===== config.mk =====
export PLATFORM = sky130hd
export DESIGN_NAME = slot_hotplug_ctrl
export DESIGN_NICKNAME = d
export VERILOG_FILES = /design/src/rtl/hp_pkg.sv /design/src/rtl/hp_slot_bank.sv /design/src/rtl/hp_sweep.sv /design/src/rtl/hp_regif.sv /design/src/rtl/slot_hotplug_ctrl.sv
export SDC_FILE = /design/constraint.sdc
export NUM_CORES = 1
export LEC_CHECK = 0
export BUFFER_PORTS_ARGS = -buffer_cell sky130_fd_sc_hd__buf_2
export CAP_MARGIN = 20
export CORE_UTILIZATION = 50
export DETAILED_ROUTE_END_ITERATION = 10
export PLACE_DENSITY = 0.69
export SYNTH_ARGS = -nofsm -noshare
export SYNTH_HDL_FRONTEND = slang
export SYNTH_HIERARCHICAL = 1
export SYNTH_SLANG_ARGS = --single-unit

===== constraint.sdc =====
create_clock -name clk -period 10.1 [get_ports clk]
set_input_delay 0 -clock clk [delete_from_list [all_inputs] [get_ports clk]]
set_output_delay 0 -clock clk [all_outputs]
set_load 0.03 [all_outputs]

===== src/rtl/hp_pkg.sv =====
package hp_pkg;
    localparam int SLOTS  = 32;
    localparam int SLOT_W = 5;
    localparam int DW     = 32;
    localparam int AW     = 5;
    localparam int BID_W  = 8;

    typedef enum logic [AW-1:0] {
        OFF_INS = 5'h00,
        OFF_REM = 5'h04,
        OFF_EJ  = 5'h08,
        OFF_ENA = 5'h0C,
        OFF_SEL = 5'h10
    } hp_reg_e;

    typedef enum logic {SW_IDLE, SW_SCAN} sweep_state_e;

    typedef struct packed {
        logic              vld;
        logic [BID_W-1:0]  bus;
        logic [SLOT_W-1:0] slot;
    } slot_ref_t;

    function automatic logic [SLOT_W-1:0] lowest_slot(input logic [SLOTS-1:0] m);
        logic [SLOT_W-1:0] r;
        r = '0;
        for (int i = SLOTS - 1; i >= 0; i--) begin
            if (m[i]) r = SLOT_W'(i);
        end
        return r;
    endfunction

    function automatic logic [SLOTS-1:0] slot_bit(input logic [SLOT_W-1:0] s);
        return SLOTS'(1) << s;
    endfunction
endpackage


===== src/rtl/hp_slot_bank.sv =====
module hp_slot_bank
    import hp_pkg::*;
(
    input  logic             clk,
    input  logic             rst,
    input  logic [SLOTS-1:0] set_ins,
    input  logic [SLOTS-1:0] set_rem,
    input  logic [SLOTS-1:0] clr_slot,
    input  logic             clr_all_ins,
    input  logic             ena_load,
    input  logic [SLOTS-1:0] nohp,
    output logic [SLOTS-1:0] ins_q,
    output logic [SLOTS-1:0] rem_q,
    output logic [SLOTS-1:0] ena_q
);
    logic [SLOTS-1:0] ins_keep;

    // clears first, then sets: a new request always survives
    always_comb begin
        ins_keep = ins_q & ~clr_slot;
        if (clr_all_ins) ins_keep = '0;
    end

    always_ff @(posedge clk) begin
        if (rst) begin
            ins_q <= '0;
            rem_q <= '0;
            ena_q <= ~nohp;
        end else begin
            ins_q <= ins_keep | set_ins;
            rem_q <= (rem_q & ~clr_slot) | set_rem;
            if (ena_load) ena_q <= ~nohp;
        end
    end
endmodule


===== src/rtl/hp_sweep.sv =====
module hp_sweep
    import hp_pkg::*;
#(
    parameter int NUM_BUS = 4
) (
    input  logic             clk,
    input  logic             rst,
    input  logic             start,
    input  logic [SLOTS-1:0] rem_cur,
    output logic             busy,
    output logic [BID_W-1:0] bus_idx,
    output slot_ref_t        ej_cmd,
    output logic             ena_load
);
    localparam logic [BID_W-1:0] LAST_BUS = BID_W'(NUM_BUS - 1);

    sweep_state_e state_q;
    logic         bus_clear;

    assign busy      = (state_q == SW_SCAN);
    assign bus_clear = (rem_cur == '0);
    assign ena_load  = busy && bus_clear && (bus_idx == LAST_BUS);

    always_comb begin
        ej_cmd.vld  = busy && !bus_clear;
        ej_cmd.bus  = bus_idx;
        ej_cmd.slot = lowest_slot(rem_cur);
    end

    always_ff @(posedge clk) begin
        if (rst) begin
            state_q <= SW_IDLE;
            bus_idx <= '0;
        end else begin
            case (state_q)
                SW_IDLE: begin
                    if (start) begin
                        state_q <= SW_SCAN;
                        bus_idx <= '0;
                    end
                end
                default: begin
                    if (bus_clear) begin
                        if (bus_idx == LAST_BUS) state_q <= SW_IDLE;
                        else                     bus_idx <= bus_idx + 1'b1;
                    end
                end
            endcase
        end
    end
endmodule


===== src/rtl/hp_regif.sv =====
module hp_regif
    import hp_pkg::*;
#(
    parameter int NUM_BUS = 4
) (
    input  logic          clk,
    input  logic          rst,
    input  logic          legacy,
    input  logic          busy,
    input  logic          acc_valid,
    input  logic          acc_write,
    input  logic [AW-1:0] acc_addr,
    input  logic [3:0]    acc_be,
    input  logic [DW-1:0] acc_wdata,
    input  logic [DW-1:0] cur_ins,
    input  logic [DW-1:0] cur_rem,
    input  logic [DW-1:0] cur_ena,
    output logic [DW-1:0] sel_q,
    output logic          sel_ok,
    output logic          clr_ins,
    output slot_ref_t     ej_cmd,
    output logic          rd_valid,
    output logic [DW-1:0] rd_data
);
    logic [AW-1:0] win_top;
    logic          hit;
    logic          rd_hit;
    logic          wr_hit;
    logic [DW-1:0] rd_word;

    assign win_top = legacy ? OFF_ENA : OFF_SEL;
    assign hit     = acc_valid && !busy && (acc_be == 4'hF) &&
                     (acc_addr[1:0] == 2'b00) && (acc_addr <= win_top);
    assign rd_hit  = hit && !acc_write;
    assign wr_hit  = hit && acc_write;
    assign sel_ok  = (sel_q < DW'(NUM_BUS));

    always_comb begin
        case (acc_addr)
            OFF_INS: rd_word = cur_ins;
            OFF_REM: rd_word = cur_rem;
            OFF_ENA: rd_word = cur_ena;
            OFF_SEL: rd_word = sel_q;
            default: rd_word = '0;
        endcase
    end

    assign clr_ins = rd_hit && sel_ok && !legacy && (acc_addr == OFF_INS);

    always_comb begin
        ej_cmd.vld  = wr_hit && sel_ok && (acc_addr == OFF_EJ) && (acc_wdata != '0);
        ej_cmd.bus  = sel_q[BID_W-1:0];
        ej_cmd.slot = lowest_slot(acc_wdata);
    end

    always_ff @(posedge clk) begin
        if (rst) begin
            sel_q    <= '0;
            rd_valid <= 1'b0;
            rd_data  <= '0;
        end else begin
            rd_valid <= acc_valid && !acc_write;
            rd_data  <= (rd_hit && sel_ok) ? rd_word : '0;
            if (wr_hit && (acc_addr == OFF_SEL)) sel_q <= acc_wdata;
        end
    end
endmodule


===== src/rtl/slot_hotplug_ctrl.sv =====
module slot_hotplug_ctrl
    import hp_pkg::*;
#(
    parameter int NUM_BUS = 4
) (
    input  logic                     clk,
    input  logic                     rst,
    input  logic                     soft_rst,
    input  logic                     legacy_mode,
    input  logic [NUM_BUS*SLOTS-1:0] nohp_mask,
    input  logic                     plug_valid,
    input  logic                     plug_hot,
    input  logic [BID_W-1:0]         plug_bus,
    input  logic [SLOT_W-1:0]        plug_slot,
    input  logic                     unplug_valid,
    input  logic [BID_W-1:0]         unplug_bus,
    input  logic [SLOT_W-1:0]        unplug_slot,
    input  logic                     acc_valid,
    input  logic                     acc_write,
    input  logic [AW-1:0]            acc_addr,
    input  logic [3:0]               acc_be,
    input  logic [DW-1:0]            acc_wdata,
    output logic                     rd_valid,
    output logic [DW-1:0]            rd_data,
    output logic                     hp_event,
    output logic                     ej_valid,
    output logic [BID_W-1:0]         ej_bus,
    output logic [SLOT_W-1:0]        ej_slot
);
    localparam int BSW = (NUM_BUS > 1) ? $clog2(NUM_BUS) : 1;
    localparam logic [BID_W-1:0] BUS_LIM = BID_W'(NUM_BUS);

    logic [SLOTS-1:0] ins_q [NUM_BUS];
    logic [SLOTS-1:0] rem_q [NUM_BUS];
    logic [SLOTS-1:0] ena_q [NUM_BUS];

    logic             plug_ok, unplug_ok;
    logic [DW-1:0]    sel_q;
    logic             sel_ok, reg_clr;
    logic [DW-1:0]    cur_ins, cur_rem, cur_ena;
    slot_ref_t        reg_ej, sw_ej, ej;
    logic             sw_busy, sw_ena_load;
    logic [BID_W-1:0] sw_idx;
    logic [SLOTS-1:0] sw_rem;

    assign plug_ok   = plug_valid && plug_hot && (plug_bus < BUS_LIM);
    assign unplug_ok = unplug_valid && (unplug_bus < BUS_LIM);

    always_comb begin
        cur_ins = '0;
        cur_rem = '0;
        cur_ena = '0;
        if (sel_ok) begin
            cur_ins = ins_q[sel_q[BSW-1:0]];
            cur_rem = rem_q[sel_q[BSW-1:0]];
            cur_ena = ena_q[sel_q[BSW-1:0]];
        end
    end

    assign sw_rem = rem_q[sw_idx[BSW-1:0]];
    assign ej     = sw_busy ? sw_ej : reg_ej;

    hp_regif #(.NUM_BUS(NUM_BUS)) u_regif (
        .clk       (clk),
        .rst       (rst),
        .legacy    (legacy_mode),
        .busy      (sw_busy),
        .acc_valid (acc_valid),
        .acc_write (acc_write),
        .acc_addr  (acc_addr),
        .acc_be    (acc_be),
        .acc_wdata (acc_wdata),
        .cur_ins   (cur_ins),
        .cur_rem   (cur_rem),
        .cur_ena   (cur_ena),
        .sel_q     (sel_q),
        .sel_ok    (sel_ok),
        .clr_ins   (reg_clr),
        .ej_cmd    (reg_ej),
        .rd_valid  (rd_valid),
        .rd_data   (rd_data)
    );

    hp_sweep #(.NUM_BUS(NUM_BUS)) u_sweep (
        .clk      (clk),
        .rst      (rst),
        .start    (soft_rst),
        .rem_cur  (sw_rem),
        .busy     (sw_busy),
        .bus_idx  (sw_idx),
        .ej_cmd   (sw_ej),
        .ena_load (sw_ena_load)
    );

    for (genvar b = 0; b < NUM_BUS; b++) begin : g_bus
        localparam logic [BID_W-1:0] BID = BID_W'(b);
        logic [SLOTS-1:0] set_ins, set_rem, clr_slot;
        logic             clr_all;

        assign set_ins  = (plug_ok && plug_bus == BID) ? slot_bit(plug_slot) : '0;
        assign set_rem  = (unplug_ok && unplug_bus == BID) ? slot_bit(unplug_slot) : '0;
        assign clr_slot = (ej.vld && ej.bus == BID) ? slot_bit(ej.slot) : '0;
        assign clr_all  = reg_clr && (sel_q == DW'(b));

        hp_slot_bank u_bank (
            .clk         (clk),
            .rst         (rst),
            .set_ins     (set_ins),
            .set_rem     (set_rem),
            .clr_slot    (clr_slot),
            .clr_all_ins (clr_all),
            .ena_load    (sw_ena_load),
            .nohp        (nohp_mask[b*SLOTS +: SLOTS]),
            .ins_q       (ins_q[b]),
            .rem_q       (rem_q[b]),
            .ena_q       (ena_q[b])
        );
    end

    always_ff @(posedge clk) begin
        if (rst) begin
            hp_event <= 1'b0;
            ej_valid <= 1'b0;
            ej_bus   <= '0;
            ej_slot  <= '0;
        end else begin
            hp_event <= plug_ok || unplug_ok;
            ej_valid <= ej.vld;
            ej_bus   <= ej.bus;
            ej_slot  <= ej.slot;
        end
    end
endmodule


After elaboration in Yosys (flattened, before gate mapping)
Cells that the tools add are included.

Output and inout bits: 48. Word-level logic and storage cells: 245. Flip-flop bits (word level): 473.

Order comparisons: 6. Bitwise operators: 27. Multiplexer cells: 114. Add/sub/neg operators: 1. Equal/unequal tests: 20. Reduce and logical (&&, ||, !) cells: 53. Shift-type cells: 3.

Operators by type and width (count): $mux W32 (35); $mux W5 (65); $and A32 B32 Y32 (8); $bmux W32 S2 (4); $not A32 Y32 (8); $or A32 B32 Y32 (8); $pmux W32 S4 (1); $shl A1 B5 Y32 const A (3); $eq A32 B2 Y1 const B (2); $logic_not A32 Y1 (2); $eq A8 B2 Y1 const B (7); $logic_and A1 B1 Y1 (36); $eq A32 B1 Y1 const B (1); $lt A32 B3 Y1 const B (1); $mux W8 (4); $reduce_bool A32 Y1 (1); $eq A8 B1 Y1 const B (3); $logic_not A8 Y1 (3); $lt A8 B3 Y1 const B (2); $mux W14 (1); $eq A5 B4 Y1 const B (2); $add A8 B1 Y8 const B (1); $ge A3 B3 Y1 const B (2); $not A2 Y3 (2); 14 further kinds (22).

Logic depth before layout (Yosys ltp)
Gate-level depths: netlist of run 1.

Word-level depth: 44. Mapped depth: 14. Gate-level depth less buffers: 12.

Hierarchy
The synthesis of run 1 kept the hierarchy.

By module, submodules not included: hp_slot_bank (area an instance 3490.8 sq um, cells an instance 331, times used 4, seq. area each 2242.2 sq um); slot_hotplug_ctrl (area an instance 7379.6 sq um, cells an instance 946, times used 1, seq. area each 300.3 sq um); hp_regif (area an instance 3505.9 sq um, cells an instance 415, times used 1, seq. area each 1301.2 sq um); hp_sweep (area an instance 1041.0 sq um, cells an instance 130, times used 1, seq. area each 180.2 sq um).

Worst setup path before layout of run 1
No wires, ideal clock.

Path type: reg2reg. Start: register u_sweep.bus_idx[0]. End: register g_bus[0].u_bank.ins_q[18]. Data required time: 10.030 ns. Slack: 5.836 ns. Path buffers: 3. Clock period less this slack: 4.264 ns. Cell stages (with the launch flop): 15. Arrival: 4.194 ns. Path through: dfxtp_1 > clkbuf_1 > buf_2 > mux4_2 > or4_1 > o21ai_0 > nand2_1 > a21bo_2 > a21boi_0 > and3b_1 > clkbuf_1 > o221ai_1 > nor3_1 > or3b_1 > a21oi_1.

Elaborated cells on any way between the ends: 48. Those cells by class: shift (1); mux (38); bitwise (4); reduce/logical (5).

RTL lines: from (decl) (RTL line hp_sweep.sv:11) `output logic [BID_W-1:0] bus_idx,`; from (signal assigned) (RTL line hp_sweep.sv:45) `else bus_idx <= bus_idx + 1'b1;`; $not A2 Y3 (implied by the code) (RTL line slot_hotplug_ctrl.sv:60) `assign sw_rem = rem_q[sw_idx[BSW-1:0]];`; $bmux W32 S2 (RTL line slot_hotplug_ctrl.sv:60); $mux W32 (implied by the code) (2 in series) (RTL line slot_hotplug_ctrl.sv:60); named net sw_rem[27] (RTL line slot_hotplug_ctrl.sv:44) `logic [SLOTS-1:0] sw_rem;`; $mux W5 (28 in series) (RTL line hp_pkg.sv:28) `if (m[i]) r = SLOT_W'(i);`; named net sw_ej[2] (RTL line slot_hotplug_ctrl.sv:41) `slot_ref_t reg_ej, sw_ej, ej;`; $mux W14 (RTL line slot_hotplug_ctrl.sv:61) `assign ej = sw_busy ? sw_ej : reg_ej;`; $shl A1 B5 Y32 (RTL line hp_pkg.sv:34) `return SLOTS'(1) << s;`; $mux W32 (RTL line slot_hotplug_ctrl.sv:102) `assign clr_slot = (ej.vld && ej.bus == BID) ? slot_bit(ej.slot) : '0;`; named net g_bus[0].clr_slot[18] (RTL line slot_hotplug_ctrl.sv:97) `logic [SLOTS-1:0] set_ins, set_rem, clr_slot;`; $not A32 Y32 (RTL line hp_slot_bank.sv:20) `ins_keep = ins_q & ~clr_slot;`; $and A32 B32 Y32 (RTL line hp_slot_bank.sv:20); $mux W32 (RTL line hp_slot_bank.sv:21) `if (clr_all_ins) ins_keep = '0;`; $or A32 B32 Y32 (RTL line hp_slot_bank.sv:30) `ins_q <= ins_keep | set_ins;`; to (signal assigned) (RTL line hp_slot_bank.sv:30); to (decl) (RTL line hp_slot_bank.sv:12) `output logic [SLOTS-1:0] ins_q,`.

The timed path passes the listed nets, and every way through them passes these cells. The select of a mux whose other input is x is not followed. A chain may end at the register's enable or synchronous reset.

Worst setup path in the final report of run 1
Start: register u_sweep.bus_idx[0]. End: register g_bus[3].u_bank.ins_q[4].

Elaborated cells on any way between the ends: 48. Those cells by class: eq/ne (1); shift (1); mux (38); bitwise (4); reduce/logical (4).

RTL lines (RTL line): $not A2 Y3 (implied by the code) (slot_hotplug_ctrl.sv:60); $bmux W32 S2 (slot_hotplug_ctrl.sv:60); $mux W32 (implied by the code) (2 in series) (slot_hotplug_ctrl.sv:60); named net sw_rem[27] (slot_hotplug_ctrl.sv:44); $mux W5 (28 in series) (hp_pkg.sv:28); named net sw_ej[2] (slot_hotplug_ctrl.sv:41); $mux W14 (slot_hotplug_ctrl.sv:61); $shl A1 B5 Y32 (hp_pkg.sv:34); $mux W32 (slot_hotplug_ctrl.sv:102); named net g_bus[3].clr_slot[4] (slot_hotplug_ctrl.sv:97); $not A32 Y32 (hp_slot_bank.sv:20); $and A32 B32 Y32 (hp_slot_bank.sv:20); $mux W32 (hp_slot_bank.sv:21); $or A32 B32 Y32 (hp_slot_bank.sv:30); to (signal assigned) (hp_slot_bank.sv:30); to (decl) (hp_slot_bank.sv:12).

The timed path passes the listed nets, and every way through them passes these cells. The select of a mux whose other input is x is not followed.

==> results_dict.tcl, run 1 <==
set metrics [dict create \
    status "finished, final reports clean" \
    ios 252 \
    regArea_sq_um 10800 \
    drc 0 \
    cts_root_buf "clkbuf_16" \
    slew_headroom 0.197 \
    max_freq_mhz 179 \
    synthFlopType "dfxtp_1" \
    synth_top_cells_by_count "inv_1, dfxtp_1, a21oi_1" \
    cts_buffers 51 \
    critPathLaunchType "flop" \
    power.share.clock 0.452 \
    hold_ws_ns 0.0320 \
    synth_edf_count 128 \
    cts_setup_buffers 0 \
    async_flop_share 0 \
    vdd_drop_max_mv 0.138 \
    switchingPower_uw 1020 \
    slowest_delay_ns 0.74 \
    viasPerCell 6.11 \
    fin_crit_sh 0.554 \
    clk_latency_ns 0.63 \
    skew_ns 0.0201 \
    end_kind "flop" \
    wire_per_inst_um 23.8 \
    clock-sinks 473 \
    fin_crit_ns 5.59 \
    setup_slack_ns 4.51 \
    finalSetupViolations 0 \
    power_frac_seq 0.475 \
    drt_pass1_iterations 7 \
    drt_iter0_drc 3124 \
    finish.utilization 0.602 \
    required_ns 10.61 \
    gp_congestion 0.953 \
    power_density_nw_per_um2 136 \
    crit_path_top_delay_cell "dfxtp_2" \
    synth.net_count 3023 \
    nFillCells 4156 \
    yosysMostFrequentCell "inv_1" \
    setup_tns_ns 0 \
    tightest_slew_ns 1.20 \
    synth_top_area_cell "dfxtp_1" \
    finalMaxSlewViolations 0 \
    arrival_ns 6.10 \
    synthDominantCellAreaShare 0.267 \
    comb_power_share 0.073 \
    synth_cell_type_count 78 \
    worst-setup-path-type "reg -> reg" \
    hold_class "in -> reg" \
    vias 23536 \
    swShare 0.243 \
    drtAntennaViolNets 0 \
    p_leak_uw 0.0104 \
    die_area_sq_um 52700 \
    antenna_found_initial 2 \
    core-area_sq_um 51200 \
    avgSynthCellArea_sq_um 9.20 \
    syn2layout_area_growth_pct 19.0 \
    h-tree-depth 2 \
    syn_inst 2815 \
    syn_area_sq_um 25900 \
    post-place-ws_ns 4.96 \
    clk_pin_slew_worst_paths_ns 0.06 \
    finalNonFillerCells 3855 \
    portBuffers 251 \
    rsz0062_at_grt "no" \
    ys_seq_area_frac 0.415 \
    gr-total-overflow 0 \
    place_inst 3582 \
    crit_fanout 27 \
    drv_cap 0 \
    yosysWarnings 6 \
    nNetsFinal 3341 \
    ys_ff_latch 473 \
    grt_pass1_wl_um 138000 \
    crit_chain "buf_4, mux4_2, or4_1, o21ai_0, nand2_1, a21bo_2, a21boi_0, and3b_1, o221ai_1, nor3_1, or3b_1, a21oi_2, dlygate4sd3_1" \
    fp.dieW_um 230 \
    drt-total-wl_um 91800 \
    initial_core_util 0.506 \
    cts_tree "done" \
    die_y_um 230 \
    multi_input_area_sq_um 12600 \
    cts_buffer_depth 3 \
    num_rows 83 \
    drive_gt1_frac 0.185 \
    yosys-top-cells-area "dfxtp_1, edfxtp_1, mux4_2" \
    track_usage 0.343 \
    grt_pass1_vias 23001 \
    place_hpwl_um 56200 \
    p_int_uw 3180 \
    grt_max_degree 107 \
    final-hold-violation-count 0 \
]
[power groups by stage]
stage | Sequential (uW) | Clock, uW | Combinational [uW]
after floorplan | 2030 | 0 | 135
after global placement | 2030 | 0 | 229
after detailed placement | 2030 | 0 | 234
after CTS | 1990 | 1910 | 287
after global routing | 2000 | 1980 | 319
final | 1990 | 1900 | 304
[cells in the final DEF, fill, tap and decap left out, types with 31 or more instances in the layout]
master,n
nor3_1,146
o31ai_1,40
inv_1,401
dlygate4sd3_1,174
or3b_1,128
nand2b_1,129
a21oi_1,316
a222oi_1,32
o221ai_1,31
nand4_1,39
buf_4,43
clkbuf_16,51
nand2_1,111
dfxtp_1,340
nor2_1,305
mux4_2,128
buf_2,251
and2_1,100
edfxtp_1,128
[logic make-up after synthesis]
group                    after synthesis  synth area share
AND/OR/NAND/NOR                     1099             0.247
flip-flops                           473             0.415
AO/OA/AOI/OAI                        477             0.114
XOR/XNOR                               4           0.00135
buffers and inverters                611             0.101
adder cells (fa/ha/maj)                4           0.00193
multiplexers                         147             0.120
[flip-flops by register name (all words and copies together), names as in the netlist, 5 cells and up]
name	count
u_sweep/bus_idx	8
u_regif/rd_data	32
g_bus.u_bank/rem_q	128
u_regif/sel_q	32
ej_bus	8
g_bus.u_bank/ins_q	128
g_bus.u_bank/ena_q	128
ej_slot	5
[through the flow]
stage                     total power, uW  instance area (sq um)
after floorplan                      2160                  25900
after global placement               2260                  27300
after detailed placement             2270                  27300
after CTS                            4190                  30700
after global routing                 4300                  30800
final                                4200                  30800
[layout make-up]
class,instances,share of cell area
Multi-Input combinational cell,1731,0.408
Sequential cell,473,0.349
Timing Repair Buffer,474,0.112
Inverter,402,0.0490
Clock buffer,72,0.0479
Tap cell,680,0.0276
Clock inverter,22,0.00650
Antenna cell,1,0.0000812
[final timing paths]
| check | start | endpoint | slack (ns) | depth (start not counted) |
|---|---|---|---|---|
| max | u_sweep/bus_idx[0] | g_bus[3].u_bank/ins_q[4] | 4.51 | 13 |
| max reg2reg | u_sweep/bus_idx[0] | g_bus[3].u_bank/ins_q[4] | 4.51 | 13 |
| min reg2reg | g_bus[2].u_bank/rem_q[4] | g_bus[2].u_bank/rem_q[4] | 0.48 | 2 |
| min | acc_be[2] | u_regif/sel_q[4] | 0.03 | 4 |
[worst max-delay path, delay by kind of cell, from the launching register on]
family / cells / cell delay, ns
DFF: 1 / 0.74
buffers and inverters: 2 / 1.14
AOI/OAI and AO/OA: 5 / 1.41
muxes: 1 / 0.62
and+or+nand+nor: 5 / 1.54
[layer usage]
layer  track usage  part of all wire
met5             0          0.000087
met4         0.244             0.075
met3        0.0654              0.11
met2         0.526              0.45
met1         0.436              0.37
[what timing repair did]
item	4_1_cts	5_1_grt
gates resized for setup	0	0
endpoints found under the hold margin	236	3
hold buffers	172	2
(Power assumes the default switching activity.)
==> run 2: changes to the inputs <==
- clock period: 10.1 -> 5.63 ns (I/O delays scaled with it)
==> results_dict.tcl, run 2 (same netlist as run 1, synthesis figures left out) <==
set metrics [dict create \
    viasPerCell 6.14 \
    h-tree-depth 2 \
    setup_tns_ns 0 \
    final_common_cell "inv_1" \
    drt_iter0_drc 3091 \
    die_y_um 230 \
    hold_ws_ns 0.0587 \
    clk_latency_ns 0.61 \
    tightest_slew_ns 1.29 \
    core-area_sq_um 51200 \
    crit_fanout 26 \
    slew_headroom 0.139 \
    drtAntennaViolNets 0 \
    ios 252 \
    end_kind "flop" \
    cts_buffers 50 \
    worst-setup-path-type "reg -> reg" \
    required_ns 6.15 \
    place_hpwl_um 57600 \
    vdd_drop_max_mv 0.278 \
    max_freq_mhz 210 \
    vias 23656 \
    fp.dieW_um 230 \
    clock-sinks 473 \
    wire_per_inst_um 23.8 \
    hold_class "in -> reg" \
    status "finished, final reports clean" \
    drt-total-wl_um 91800 \
    finalSetupViolations 0 \
    skew_ns 0.0147 \
    arrival_ns 5.28 \
    p_leak_uw 0.0104 \
    top_regs "g_bus.u_bank/ena_q (128), g_bus.u_bank/ins_q (128), g_bus.u_bank/rem_q (128)" \
    track_usage 0.342 \
    nNetsFinal 3337 \
    cts_tree "done" \
    drc 0 \
    drive_gt1_frac 0.184 \
    critPathLaunchType "flop" \
    setup_slack_ns 0.870 \
    p_total_uw 7420 \
    gr-total-overflow 0 \
    post-place-ws_ns 1.08 \
    cts_root_buf "clkbuf_16" \
    finish.utilization 0.600 \
    final-hold-violation-count 0 \
    clk_pin_slew_worst_paths_ns 0.06 \
    grt_max_degree 187 \
    die_area_sq_um 52700 \
    num_rows 83 \
    fin_crit_sh 0.845 \
    cts_buffer_depth 3 \
    finalMaxSlewViolations 0 \
    grt_pass1_vias 23219 \
    syn2layout_area_growth_pct 18.6 \
    antenna_found_initial 1 \
    cts_resized 0 \
    portBuffers 251 \
    grt_pass1_wl_um 138000 \
    rsz0062_at_grt "no" \
    fin_crit_ns 4.76 \
    drt_pass1_iterations 9 \
    mostFrequentLayoutCells "inv_1, dfxtp_1, a21oi_1" \
    power_density_nw_per_um2 241 \
    gp_congestion 0.985 \
    initial_core_util 0.506 \
    drv_cap 0 \
]
-- run 2: metrics by stage --
step                      instance area [sq um]  instances
after detailed placement                  27400       3589
after CTS                                 30700       3851
final                                     30700       3852
after floorplan                           25900       2815
after global routing                      30700       3852
after global placement                    27400       3589
-- run 2: report_power, final --
group | total, uW | internal [uW] | switching, uW
registers | 3570 | 3550 | 21.4
clock network | 3290 | 1840 | 1450
logic | 547 | 223 | 324
-- run 2: layout make-up --
| class | count | area (sq um) |
|---|---|---|
| fill | 4185 | 20500 |
| multi-input combinational | 1731 | 12600 |
| sequential | 473 | 10800 |
| timing repair buffer | 471 | 3410 |
| inverter | 402 | 1510 |
| clock buffer | 71 | 1410 |
| tap | 680 | 851 |
| clock inverter | 23 | 189 |
| antenna | 1 | 2.50 |
-- run 2: repair_timing --
action | 4_1_cts | 5_1_grt
endpoints found under the setup margin | 0 | 0
buffers inserted | 0 | 0
hold buffers | 168 | 0
hold endpoints to repair | 205 | 0
-- run 2: worst max-delay path, cell delays in order, from the launching register on --
cell and delay, ns:
dfxtp_2 0.49, buf_12 0.28, mux4_2 0.62, nor3b_1 0.23, nor3_1 0.07, o31ai_1 0.35
o2111ai_1 0.22, a311oi_1 0.76, and3b_1 0.40, o221ai_1 0.52, nor3_1 0.13, or3b_1 0.41
a21oi_1 0.18
-- run 2: worst paths after layout --
kind | endpoint | cells past startpoint | from | slack (ns)
setup / recovery | g_bus[0].u_bank/ins_q[26] | 12 | u_sweep/bus_idx[0] | 0.87
hold / removal | ej_valid | 5 | acc_addr[3] | 0.06
setup reg to reg | g_bus[0].u_bank/ins_q[26] | 12 | u_sweep/bus_idx[0] | 0.87
hold reg to reg | g_bus[2].u_bank/rem_q[29] | 2 | g_bus[2].u_bank/rem_q[29] | 0.49
-- run 2: routing by layer --
layer,part of all wire,global-route usage
met2,0.46,0.541
met1,0.37,0.428
met4,0.073,0.230
met3,0.096,0.0614
met5,0,0
